[src/rtl/strrep_pkg.sv]
package strrep_pkg;
    typedef enum logic [1:0] {REP_NONE, REP_ALL, REP_EQ, REP_NE} rep_kind_e;
    typedef enum logic [2:0] {OP_MOVE, OP_CMP, OP_SCAN, OP_LOAD, OP_STORE} op_class_e;
    typedef enum logic [1:0] {LP_PLAIN, LP_EQ, LP_NE} loop_kind_e;
    typedef enum logic {ST_IDLE, ST_XFER} state_e;
endpackage

[src/rtl/strrep_stepper.sv]
module strrep_stepper #(
    parameter int AW = 16
) (
    input  logic [AW-1:0] base,
    input  logic          en,
    input  logic          down,
    input  logic          word,
    output logic [AW-1:0] next
);
    logic [AW-1:0] step;
    always_comb begin
        step = word ? AW'(2) : AW'(1);
        if (!en)
            next = base;
        else if (down)
            next = base - step;
        else
            next = base + step;
    end
endmodule

[src/rtl/strrep_term.sv]
module strrep_term #(
    parameter int AW = 16
) (
    input  strrep_pkg::rep_kind_e rep,
    input  strrep_pkg::op_class_e op,
    input  logic [AW-1:0]         cx_new,
    input  logic                  zf,
    output logic                  stop
);
    import strrep_pkg::*;
    logic zf_used;
    logic cx_zero;
    always_comb begin
        zf_used = (op == OP_CMP) || (op == OP_SCAN);
        cx_zero = (cx_new == '0);
        unique case (rep)
            REP_NONE: stop = 1'b1;
            REP_ALL:  stop = cx_zero;
            REP_EQ:   stop = cx_zero || (zf_used && !zf);
            REP_NE:   stop = cx_zero || (zf_used && zf);
            default:  stop = 1'b1;
        endcase
    end
endmodule

[src/rtl/strrep_loop_eval.sv]
module strrep_loop_eval #(
    parameter int AW = 16
) (
    input  logic [AW-1:0] cx_in,
    input  logic [1:0]    kind,
    input  logic          zf,
    output logic [AW-1:0] cx_next,
    output logic          taken
);
    import strrep_pkg::*;
    logic cond;
    always_comb begin
        cx_next = cx_in - AW'(1);
        unique case (kind)
            LP_PLAIN: cond = 1'b1;
            LP_EQ:    cond = zf;
            LP_NE:    cond = !zf;
            default:  cond = 1'b0;
        endcase
        taken = cond && (cx_next != '0);
    end
endmodule

[src/rtl/strrep_ctrl.sv]
module strrep_ctrl #(
    parameter int AW = 16
) (
    input  logic          clk,
    input  logic          rst_n,
    input  logic          start,
    input  logic [1:0]    rep_in,
    input  logic [2:0]    op_in,
    input  logic          dir_in,
    input  logic          word_in,
    input  logic [AW-1:0] si_in,
    input  logic [AW-1:0] di_in,
    input  logic [AW-1:0] cx_in,
    input  logic          xfer_ack,
    input  logic          zf_in,
    output logic          busy,
    output logic          src_req,
    output logic          dst_req,
    output logic [AW-1:0] src_off,
    output logic [AW-1:0] dst_off,
    output logic          elem_done,
    output logic          op_done,
    output logic [AW-1:0] si_out,
    output logic [AW-1:0] di_out,
    output logic [AW-1:0] cx_out,
    input  logic [1:0]    loop_kind,
    input  logic [AW-1:0] loop_cx_in,
    input  logic          loop_zf,
    output logic [AW-1:0] loop_cx_out,
    output logic          loop_taken
);
    import strrep_pkg::*;

    typedef struct packed {
        state_e        st;
        rep_kind_e     rep;
        op_class_e     op;
        logic          dir;
        logic          word;
        logic [AW-1:0] si;
        logic [AW-1:0] di;
        logic [AW-1:0] cx;
        logic          elem_done;
        logic          op_done;
    } ctrl_t;

    ctrl_t         q, d;
    logic          uses_src, uses_dst;
    logic [AW-1:0] si_nx, di_nx, cx_nx;
    logic          stop;

    // Access pattern of each operation class; unknown codes act as move
    always_comb begin
        unique case (q.op)
            OP_SCAN, OP_STORE: begin uses_src = 1'b0; uses_dst = 1'b1; end
            OP_LOAD:           begin uses_src = 1'b1; uses_dst = 1'b0; end
            default:           begin uses_src = 1'b1; uses_dst = 1'b1; end
        endcase
    end

    strrep_stepper #(.AW(AW)) u_si_step (
        .base(q.si), .en(uses_src), .down(q.dir), .word(q.word), .next(si_nx)
    );
    strrep_stepper #(.AW(AW)) u_di_step (
        .base(q.di), .en(uses_dst), .down(q.dir), .word(q.word), .next(di_nx)
    );

    assign cx_nx = (q.rep == REP_NONE) ? q.cx : q.cx - AW'(1);

    strrep_term #(.AW(AW)) u_term (
        .rep(q.rep), .op(q.op), .cx_new(cx_nx), .zf(zf_in), .stop(stop)
    );

    strrep_loop_eval #(.AW(AW)) u_loop (
        .cx_in(loop_cx_in), .kind(loop_kind), .zf(loop_zf),
        .cx_next(loop_cx_out), .taken(loop_taken)
    );

    always_comb begin
        d           = q;
        d.elem_done = 1'b0;
        d.op_done   = 1'b0;
        unique case (q.st)
            ST_IDLE: begin
                if (start) begin
                    d.rep  = rep_kind_e'(rep_in);
                    d.op   = op_class_e'(op_in);
                    d.dir  = dir_in;
                    d.word = word_in;
                    d.si   = si_in;
                    d.di   = di_in;
                    d.cx   = cx_in;
                    if (rep_in != 2'd0 && cx_in == '0)
                        d.op_done = 1'b1;
                    else
                        d.st = ST_XFER;
                end
            end
            ST_XFER: begin
                if (xfer_ack) begin
                    d.si        = si_nx;
                    d.di        = di_nx;
                    d.cx        = cx_nx;
                    d.elem_done = 1'b1;
                    if (stop) begin
                        d.op_done = 1'b1;
                        d.st      = ST_IDLE;
                    end
                end
            end
            default: d.st = ST_IDLE;
        endcase
    end

    always_ff @(posedge clk) begin
        if (!rst_n) begin
            q <= '{st: ST_IDLE, rep: REP_NONE, op: OP_MOVE, default: '0};
        end else begin
            q <= d;
        end
    end

    assign busy      = (q.st == ST_XFER);
    assign src_req   = busy && uses_src;
    assign dst_req   = busy && uses_dst;
    assign src_off   = q.si;
    assign dst_off   = q.di;
    assign elem_done = q.elem_done;
    assign op_done   = q.op_done;
    assign si_out    = q.si;
    assign di_out    = q.di;
    assign cx_out    = q.cx;

    a_r1_idle_quiet: assert property (@(posedge clk) disable iff (!rst_n)
        !busy |-> (!src_req && !dst_req));
    a_r3_src_up_byte: assert property (@(posedge clk) disable iff (!rst_n)
        (xfer_ack && src_req && !q.dir && !q.word) |=> (si_out == $past(si_out) + AW'(1)));
    a_r3_dst_down_word: assert property (@(posedge clk) disable iff (!rst_n)
        (xfer_ack && dst_req && q.dir && q.word) |=> (di_out == $past(di_out) - AW'(2)));
    a_r4_count_down: assert property (@(posedge clk) disable iff (!rst_n)
        (busy && xfer_ack && q.rep != REP_NONE) |=> (cx_out == $past(cx_out) - AW'(1)));
    a_r4_last_stops: assert property (@(posedge clk) disable iff (!rst_n)
        (busy && xfer_ack && q.rep == REP_ALL && cx_out == AW'(1)) |=> (op_done && !busy));
    a_r8_single_elem: assert property (@(posedge clk) disable iff (!rst_n)
        (busy && xfer_ack && q.rep == REP_NONE) |=> (op_done && cx_out == $past(cx_out)));
    a_r9_elem_follows_ack: assert property (@(posedge clk) disable iff (!rst_n)
        elem_done |-> $past(busy && xfer_ack));
    a_r9_done_idle: assert property (@(posedge clk) disable iff (!rst_n)
        op_done |-> !busy);
    a_r11_taken_nonzero: assert property (@(posedge clk) disable iff (!rst_n)
        loop_taken |-> (loop_cx_out != '0));
endmodule

[config.mk]
export PLATFORM = sky130hd
export DESIGN_NAME = strrep_ctrl
export DESIGN_NICKNAME = d
export VERILOG_FILES = /design/src/rtl/strrep_pkg.sv /design/src/rtl/strrep_stepper.sv /design/src/rtl/strrep_term.sv /design/src/rtl/strrep_loop_eval.sv /design/src/rtl/strrep_ctrl.sv
export SDC_FILE = /design/constraint.sdc
export NUM_CORES = 1
export LEC_CHECK = 0
export ABC_AREA = 1
export CAP_MARGIN = 20
export CORE_UTILIZATION = 40
export DETAILED_ROUTE_END_ITERATION = 10
export GPL_ROUTABILITY_DRIVEN = 0
export PLACE_DENSITY_LB_ADDON = 0.2
export SETUP_SLACK_MARGIN = 0.05
export SLEW_MARGIN = 10
export SYNTH_ARGS = -nofsm -noshare
export SYNTH_HDL_FRONTEND = slang
export SYNTH_SLANG_ARGS = --single-unit
[constraint.sdc]
create_clock -name clk -period 6.35 [get_ports clk]
set_input_delay 1.5875 -clock clk [delete_from_list [all_inputs] [get_ports clk]]
set_output_delay 1.5875 -clock clk [all_outputs]
set_load 0.01 [all_outputs]
Word level (Yosys, flattened, before mapping)
Index checks and enable logic that the tools add are counted.
{"block": "word_totals", "reg_bits": 58, "inputBits": 79, "out_inout_bits": 102, "elab_cells": 74}
{"block": "classes", "add_sub_neg": 6, "eq_ne": 13, "n_mux": 21, "n_bitwise": 1, "reduce_logical": 23}
{"operator": "case mux 48 bit (2 select lines)", "count": 1}
{"operator": "2-to-1 mux 16 bit", "count": 5}
{"operator": "2-to-1 mux 56 bit", "count": 1}
{"operator": "2-to-1 mux 50 bit", "count": 1}
{"operator": "adder 16 bit", "count": 2}
{"operator": "zero test 16 bit", "count": 2}
{"operator": "subtractor 16 x 1 -> 16 bit, second input constant", "count": 2}
{"operator": "subtractor 16 bit", "count": 2}
{"operator": "nonzero test 16 bit", "count": 1}
{"operator": "2-to-1 mux 1 bit", "count": 8}
{"operator": "!= test 2 bit, second input constant", "count": 4}
{"operator": "equality test 2 bit, second input constant", "count": 3}
{"operator": "equality test 3 x 2 -> 1 bit, second input constant", "count": 2}
{"operator": "logical AND 1 bit", "count": 6}
{"operator": "AND reduction 2 bit", "count": 3}
{"operator": "AND reduction 3 bit", "count": 2}
{"operator": "equality test 2 x 1 -> 1 bit, second input constant", "count": 2}
{"operator": "zero test 2 bit", "count": 2}
{"operator": "case mux 1 bit (2 select lines)", "count": 2}
{"operator": "case mux 1 bit (4 select lines)", "count": 1}
{"operator": "equality test 3 x 1 -> 1 bit, second input constant", "count": 1}
{"operator": "equality test 3 bit, second input constant", "count": 1}
{"operator": "logical OR 1 bit", "count": 3}
{"operator": "case mux 1 bit (3 select lines)", "count": 1}
{"operator": "5 further kinds", "count": 6}

Logic depth before layout (Yosys ltp)
Gate-level depths: netlist (run 1).
{"block": "depth", "ltp_word": 8, "mapped_depth": 16, "depth_no_buf": 15}

By module
Synthesis (run 1) repeated with hierarchy kept, for this count alone.
{"block": "hier_totals", "hier_cells": 1071, "hier_area_um2": 6354.8}
{"mod": "strrep_ctrl", "instances": 1, "cells_each": 468, "area_each_um2": 3399.5, "seq_area_each_um2": 1161.1}
{"mod": "strrep_stepper at u_si_step", "instances": 1, "cells_each": 230, "area_each_um2": 1138.6, "seq_area_each_um2": 0.0}
{"mod": "strrep_stepper at u_di_step", "instances": 1, "cells_each": 235, "area_each_um2": 1133.6, "seq_area_each_um2": 0.0}
{"mod": "strrep_loop_eval", "instances": 1, "cells_each": 111, "area_each_um2": 576.8, "seq_area_each_um2": 0.0}
{"mod": "strrep_term", "instances": 1, "cells_each": 27, "area_each_um2": 106.4, "seq_area_each_um2": 0.0}

Least setup slack after synthesis (run 1)
No wires, ideal clock.
{"block": "synth_path", "path_type": "in2out", "start": "input loop_cx_in[0]", "end": "output loop_taken", "arrival_time_ns": 2.999, "required_ns": 4.762, "slack_ns": 1.763, "stages": 10, "path_buffers": 0, "cell_sequence": "inv_1 > ha_1 > nand2_1 > nor3_2 > nand2_1 > xor2_1 > nor2_1 > nand3_1 > nor2_1 > a21oi_1"}
{"block": "synth_between", "elab_chain_len": 3}
{"element": "from (decl)", "line": "strrep_ctrl.sv:27", "rtl": "input logic [AW-1:0] loop_cx_in,"}
{"element": "subtractor 16 x 1 -> 16 bit", "line": "strrep_loop_eval.sv:13", "rtl": "cx_next = cx_in - AW'(1);"}
{"element": "named net loop_cx_out[14]", "line": "strrep_ctrl.sv:29", "rtl": "output logic [AW-1:0] loop_cx_out,"}
{"element": "nonzero test 16 bit", "line": "strrep_loop_eval.sv:20", "rtl": "taken = cond && (cx_next != '0);"}
{"element": "logical AND 1 bit", "line": "strrep_loop_eval.sv:20"}
{"element": "to (decl)", "line": "strrep_ctrl.sv:30", "rtl": "output logic loop_taken"}
The timed path passes the listed nets, and every way through them passes these cells.

Worst setup path in the final report (run 1)
{"block": "layout_path", "start": "input loop_cx_in[0]", "end": "output loop_taken"}
{"block": "layout_between", "elab_chain_len": 3}
{"element": "subtractor 16 x 1 -> 16 bit", "line": "strrep_loop_eval.sv:13"}
{"element": "nonzero test 16 bit", "line": "strrep_loop_eval.sv:20"}
{"element": "logical AND 1 bit", "line": "strrep_loop_eval.sv:20"}
Every way passes these cells.

==> metrics.yaml, run 1 <==
placed_design:
  dpl-instance-area_mm2: 0.00671
  portBuffers: 180
  hpwl_um: 10900
routing:
  drtAntennaViolNets: 0
  viasPerCell: 5.06
  dr.pass1.iters: 8
  wl_per_cell_um: 13.5
  vias: 5557
  wl_um: 14800
  first_iter_violations: 340
  remaining_drc_errors: 0
critical_path:
  path_max_fanout: 4
  end_kind: "output pin"
  cp.required_ns: 4.76
  start_kind: "primary input"
  rrSetupSlack_ns: 3.47
  critical_path_class: "in -> out"
  worst_ep_arrival_time_ns: 3.96
cts:
  cts_sinks: 58
  h-tree-depth: 3
  clkLatencyLatePin_ns: 0.33
  cts_tree: "yes"
  post_cts_buffers: 0
  clk_path_buf_depth: 2
  cts-root-buf: "clkbuf_16"
  path_clk_slew_ns: 0.05
  numCtsBuffers: 9
  ctsResizeCount: 0
  cts_hold_buf: 0
synth:
  synth_area_mm2: 0.00535
  synth_edf_count: 0
  ys_seq_area_share_pct: 21.7
  yosys_warnings: 0
  synthCells: 827
  ys_async_sr_fraction_pct: 0
  synth_fp_nets: 941
  synth_ff_type: "dfxtp_1"
  synth-seq-cells: 58
  avgSynthCellArea_um2: 6.47
  ys_types: 47
power_and_ir_drop:
  power_density_mw_per_mm2: 212
  ir_drop_mv: 0.127
  leakagePower_nw: 3.04
finish:
  syn_to_final_growth_pct: 31.8
  drive_gt1_share_pct: 4.96
  fill_cells: 1243
  design_area_mm2: 0.00706
  nNetsFinal: 1036
  n_antenna_cell: 0
die:
  core_area_mm2: 0.0128
  rows: 41
  dieHeight_um: 118
  die-area_mm2: 0.0139
  pin_count: 181
  initial_core_util_pct: 41.7
  die_x_um: 118
timing:
  fin_tns_setup_ns: 0
  slew_violations: 0
  rsz0062_at_grt: "no"
  setup_viol: 0
  slew_headroom_pct: 31.6
  min_period_ns: 5.55
  hold_viol_final: 0
  fin_crit_sh_pct: 87.4
  worst_slew_pin_slew_ns: 1.02
  clock-skew-final_ns: 0.00476
  clock.fmax_mhz: 180
global_route:
  overflow: 0
  grt_usage_pct: 21.6
  grt_max_degree: 55
  grt_pass1_vias: 5073
  antenna_found_initial: 0
  grt_pass1_wl_um: 24600
min_path:
  hp-class: "reg -> reg"
status:
  status: "complete, no violations"
run:
  maxCapViolCount: 0
## final timing paths
| path | cells past startpoint | end | start |
|---|---|---|---|
| worst max-delay path | 12 | loop_taken | loop_cx_in[0] |
| worst min-delay path | 2 | busy | busy |
| worst min register to register | 2 | busy | busy |
| worst max register to register | 7 | di_out[10] | busy |
## area by class of cell
cell class / instances / area [um2] / share of cell area (%)
Inverter: 85 / 319 / 4.52
Clock inverter: 5 / 100 / 1.42
Timing Repair Buffer: 182 / 1820 / 25.7
Sequential cell: 58 / 1160 / 16.5
Clock buffer: 11 / 253 / 3.58
Multi-Input combinational cell: 586 / 3190 / 45.2
Tap cell: 172 / 215 / 3.05
## cell families after synthesis
kind of cell,count (synthesis),share of synthesized area (%)
AO/OA/AOI/OAI,162,18.3
XOR/XNOR,18,2.94
adder cells (fa/ha/maj),35,8.46
buffers and inverters,183,18.7
flip-flops,58,21.7
multiplexers,1,0.210
AND/OR/NAND/NOR,370,29.7
## sequential cells by signal, summed over array words and instances (netlist names)
signal and flops:
cx_out 16, op_done 1, busy 1, di_out 16, elem_done 1, q 7, si_out 16
## per-stage QoR
step	setup slack, ns	utilization, %	power [mW]	instances	hold WS (ns)
after floorplan	1.76	-	0.759	827	0.475
after detailed placement	0.784	52.3	0.921	1083	0.504
after CTS	0.771	55.0	1.51	1099	0.512
after global placement	0.807	52.3	0.918	1083	0.489
after global routing	0.550	55.0	1.59	1099	0.548
final	0.799	55.0	1.50	1099	0.509
## cell usage after synthesis, types with 2 or more instances
| library cell | number | area, um2 |
|---|---|---|
| nand2_1 | 185 | 694 |
| nor2_1 | 93 | 349 |
| buf_4 | 82 | 616 |
| inv_1 | 80 | 300 |
| dfxtp_1 | 58 | 1160 |
| a21oi_1 | 47 | 235 |
| nand3_1 | 43 | 215 |
| o21ai_0 | 38 | 190 |
| ha_1 | 33 | 413 |
| a31oi_1 | 28 | 175 |
| xor2_1 | 13 | 114 |
| a22o_1 | 12 | 105 |
| clkbuf_1 | 11 | 41.3 |
| nand4_1 | 10 | 62.6 |
| nor2_2 | 9 | 56.3 |
| a221oi_1 | 8 | 70.1 |
| nor3_1 | 7 | 35.0 |
| a21boi_0 | 6 | 45.0 |
| o211ai_1 | 5 | 37.5 |
| xnor2_1 | 5 | 43.8 |
| buf_2 | 4 | 20.0 |
| inv_2 | 4 | 15.0 |
| o21ai_1 | 4 | 20.0 |
| or2_2 | 4 | 25.0 |
| nand2_2 | 3 | 18.8 |
| nand3b_1 | 3 | 22.5 |
| nor4_1 | 3 | 18.8 |
| o22ai_1 | 3 | 18.8 |
| a211oi_1 | 2 | 15.0 |
| a21boi_1 | 2 | 15.0 |
| a21o_1 | 2 | 15.0 |
| fa_1 | 2 | 40.0 |
| nor2_4 | 2 | 22.5 |
| nor3_2 | 2 | 20.0 |
| o21a_1 | 2 | 15.0 |
## layer usage
layer | up-vias | routed length [um] | global-route usage [%]
li1 | 2871 | - | -
met2 | 178 | 6780 | 35.2
met3 | 12 | 971 | 6.54
met4 | 0 | 96 | 4.33
met5 | - | 0 | 0
met1 | 2496 | 6950 | 27.9
## worst max-delay path: stages
cell             delay [ns]
clkdlybuf4s50_1        0.47
inv_1                  0.14
ha_1                   0.20
nand2_1                0.10
nor3_2                 0.25
nand3_1                0.17
xor2_1                 0.22
nor2_1                 0.06
nand2_1                0.06
nor2_1                 0.04
a21oi_1                0.12
clkdlybuf4s50_1        0.55
## placed cells by master, fill, tap and decap left out, drive strengths merged, types with 2 or more instances in the layout
cell / instances
nand2: 188
o21ai: 43
xnor2: 5
nand4: 10
a21oi: 47
dfxtp: 58
bufinv: 3
buf: 2
a21o: 2
clkdlybuf4s50: 180
a211oi: 2
clkbuf: 11
inv: 84
xor2: 13
o211ai: 5
clkinv: 3
a21boi: 8
a22o: 12
o21a: 2
nand3: 44
nand3b: 3
nor3: 9
o22ai: 3
or2: 6
ha: 33
a31oi: 28
nor4: 3
fa: 2
a221oi: 8
nor2: 104
## where the power goes
part	switching, mW	total, mW	internal [mW]
Sequential	0.0332	0.427	0.394
Clock	0.179	0.582	0.403
Combinational	0.259	0.489	0.230
Total	0.472	1.50	1.03
Note: power is estimated with default switching activity, not from simulation.
==> run 2: changes to the inputs <==
Settings changed: SETUP_SLACK_MARGIN 0.05 to not set.
==> results of run 2 <==
No change in the layout: final DEF, timing and power equal those of run 1.
==> run 3: changes to the inputs <==
Settings changed: CTS_CLUSTER_SIZE set to 10, PLACE_DENSITY set to 0.72, PLACE_DENSITY_LB_ADDON 0.2 to not set.
==> metrics.yaml, run 3 (synthesis gave the netlist of run 1 again) <==
timing:
  slew_headroom_pct: 35.9  # +4.3 points
  hold_viol_final: 0  # unchanged
  setup_ws_ns: 0.804  # +0.00530 ns
  rsz0062_at_grt: "no"
  min_period_ns: 5.55  # -0.00530 ns
  worst_slew_pin_slew_ns: 0.958  # -0.0665 ns
  fin_crit_sh_pct: 87.3  # about the same
  fin_tns_setup_ns: 0  # unchanged
  clock-skew-final_ns: 0.00960  # +0.00484 ns
  clock.fmax_mhz: 180  # about the same
  slew_violations: 0  # unchanged
  timing.hold.ws_ns: 0.503  # -0.00628 ns
  setup_viol: 0  # unchanged
routing:
  wl_met1_um: 6390  # -7.9%
  first_iter_violations: 338  # -0.59%
  vias: 5570  # +0.23%
  remaining_drc_errors: 0  # unchanged
  dr.pass1.iters: 5  # -3
  met3_wirelength_um: 1010  # +4.1%
  wl_um: 14400  # -2.6%
  dr_wl_met2_um: 6700  # -1.3%
  wl_per_cell_um: 13.1  # -2.6%
  viasPerCell: 5.07  # +0.23%
  maxUsedRoutingLayer: "met4"
  drtAntennaViolNets: 0  # unchanged
cts:
  path_clk_slew_ns: 0.05  # about the same
  post_cts_buffers: 0  # unchanged
  clkLatencyLatePin_ns: 0.34  # about the same
  numCtsBuffers: 9  # unchanged
  clk_path_buf_depth: 2  # unchanged
  ctsResizeCount: 0  # unchanged
  cts-root-buf: "clkbuf_16"
  cts_hold_buf: 0  # unchanged
  cts_tree: "yes"
  h-tree-depth: 3  # unchanged
  cts_sinks: 58  # unchanged
critical_path:
  path_depth: 12  # unchanged
  path_max_fanout: 4  # unchanged
  start_kind: "primary input"
  critPathMaxStageDelay_ns: 0.55  # about the same
  critPathBufInv: 3  # unchanged
  end_kind: "output pin"
  cp.required_ns: 4.76  # about the same
  cp_slowest_cell: "clkdlybuf4s50_1"
  cp_top_family: "buffers and inverters"
  critical_path_class: "in -> out"
  worst_ep_arrival_time_ns: 3.96  # about the same
  ff2ff_path_depth: 14  # +7
  path_cells: "clkdlybuf4s50_1 -> inv_1 -> ha_1 -> nand2_1 -> nor3_2 -> nand2_1 -> xor2_1 -> nor2_1 -> nand3_1 -> nor2_1 -> a21oi_1 -> clkdlybuf4s50_1"
placed_design:
  post-place-ws_ns: 0.804  # +0.0204 ns
  portBuffers: 180  # unchanged
  dpl-instance-area_mm2: 0.00671  # unchanged
  post-place-cells: 1083  # unchanged
  hpwl_um: 11000  # about the same
die:
  die-area_mm2: 0.0139  # unchanged
  core_area_mm2: 0.0128  # unchanged
  die_x_um: 118  # unchanged
  dieHeight_um: 118  # unchanged
  initial_core_util_pct: 41.7  # unchanged
  rows: 41  # unchanged
  pin_count: 181  # unchanged
finish:
  fin_cells: 1099  # unchanged
  drive_gt1_share_pct: 4.96  # unchanged
  final_common_cell: "nand2_1"
  design_area_mm2: 0.00700  # -0.87%
  n_antenna_cell: 0  # unchanged
  nNetsFinal: 1036  # unchanged
  final_core_util_pct: 54.6  # -0.48 points
  mostFrequentLayoutCells: "185 x nand2_1, 180 x clkdlybuf4s50_1, 93 x nor2_1, 80 x inv_1, 58 x dfxtp_1"
  syn_to_final_growth_pct: 30.7
global_route:
  overflow: 0  # unchanged
  grt_pass1_wl_um: 24100  # -2.0%
  grt_usage_pct: 21.2  # -0.39 points
  grt_pass1_vias: 5138  # +1.3%
  antenna_found_initial: 0  # unchanged
  grt_max_degree: 46  # -16%
min_path:
  whs_path_depth: 2  # unchanged
  hp-class: "reg -> reg"
power_and_ir_drop:
  ir_drop_mv: 0.123  # -3.5%
  p_total_mw: 1.39  # -6.9%
  leakagePower_nw: 3.01  # -1.2%
  power_density_mw_per_mm2: 199  # -6.1%
run:
  maxCapViolCount: 0  # unchanged
status:
  status: "complete, no violations"
[run 3: layout make-up]
class | instances | area, um2
well taps | 172 | 215
fillers | 1264 | 5830
inverters | 85 | 319
multi-input cells | 586 | 3190
clock inverters | 4 | 25.0
repair buffers | 182 | 1820
clock buffers | 12 | 267
flip-flops and latches | 58 | 1160
[run 3: worst register-to-register path, stage by stage, from the launching register on]
cell and delay, ns:
dfxtp_1 0.55, buf_4 0.36, nand2_1 0.21, fa_1 0.42, inv_1 0.08, nand2_1 0.07, nand2_1 0.06, o21ai_1 0.10
o21ai_2 0.21, nand2_1 0.11, nand2_1 0.11, a21boi_1 0.09, a21boi_0 0.15, o21ai_0 0.11, a21oi_1 0.12
[run 3: power by group]
part           switching [mW]  total [mW]  leakage [nW]  internal [mW]
registers              0.0349       0.428         0.478          0.393
clock network           0.185       0.480         0.141          0.294
logic                   0.256       0.486          2.39          0.230
[run 3: final timing paths]
kind / start / slack [ns] / to
setup reg to reg: q[51] / 3.55 / si_out[12]
hold reg to reg: busy / 0.50 / busy
setup / recovery: loop_cx_in[0] / 0.80 / loop_taken
hold / removal: busy / 0.50 / busy
[run 3: metal layers]
layer	GRT usage [%]	vias to the layer above
met4	8.57	0
met1	26.2	2475
met5	0	-
li1	-	2871
met2	35.1	203
met3	4.94	21
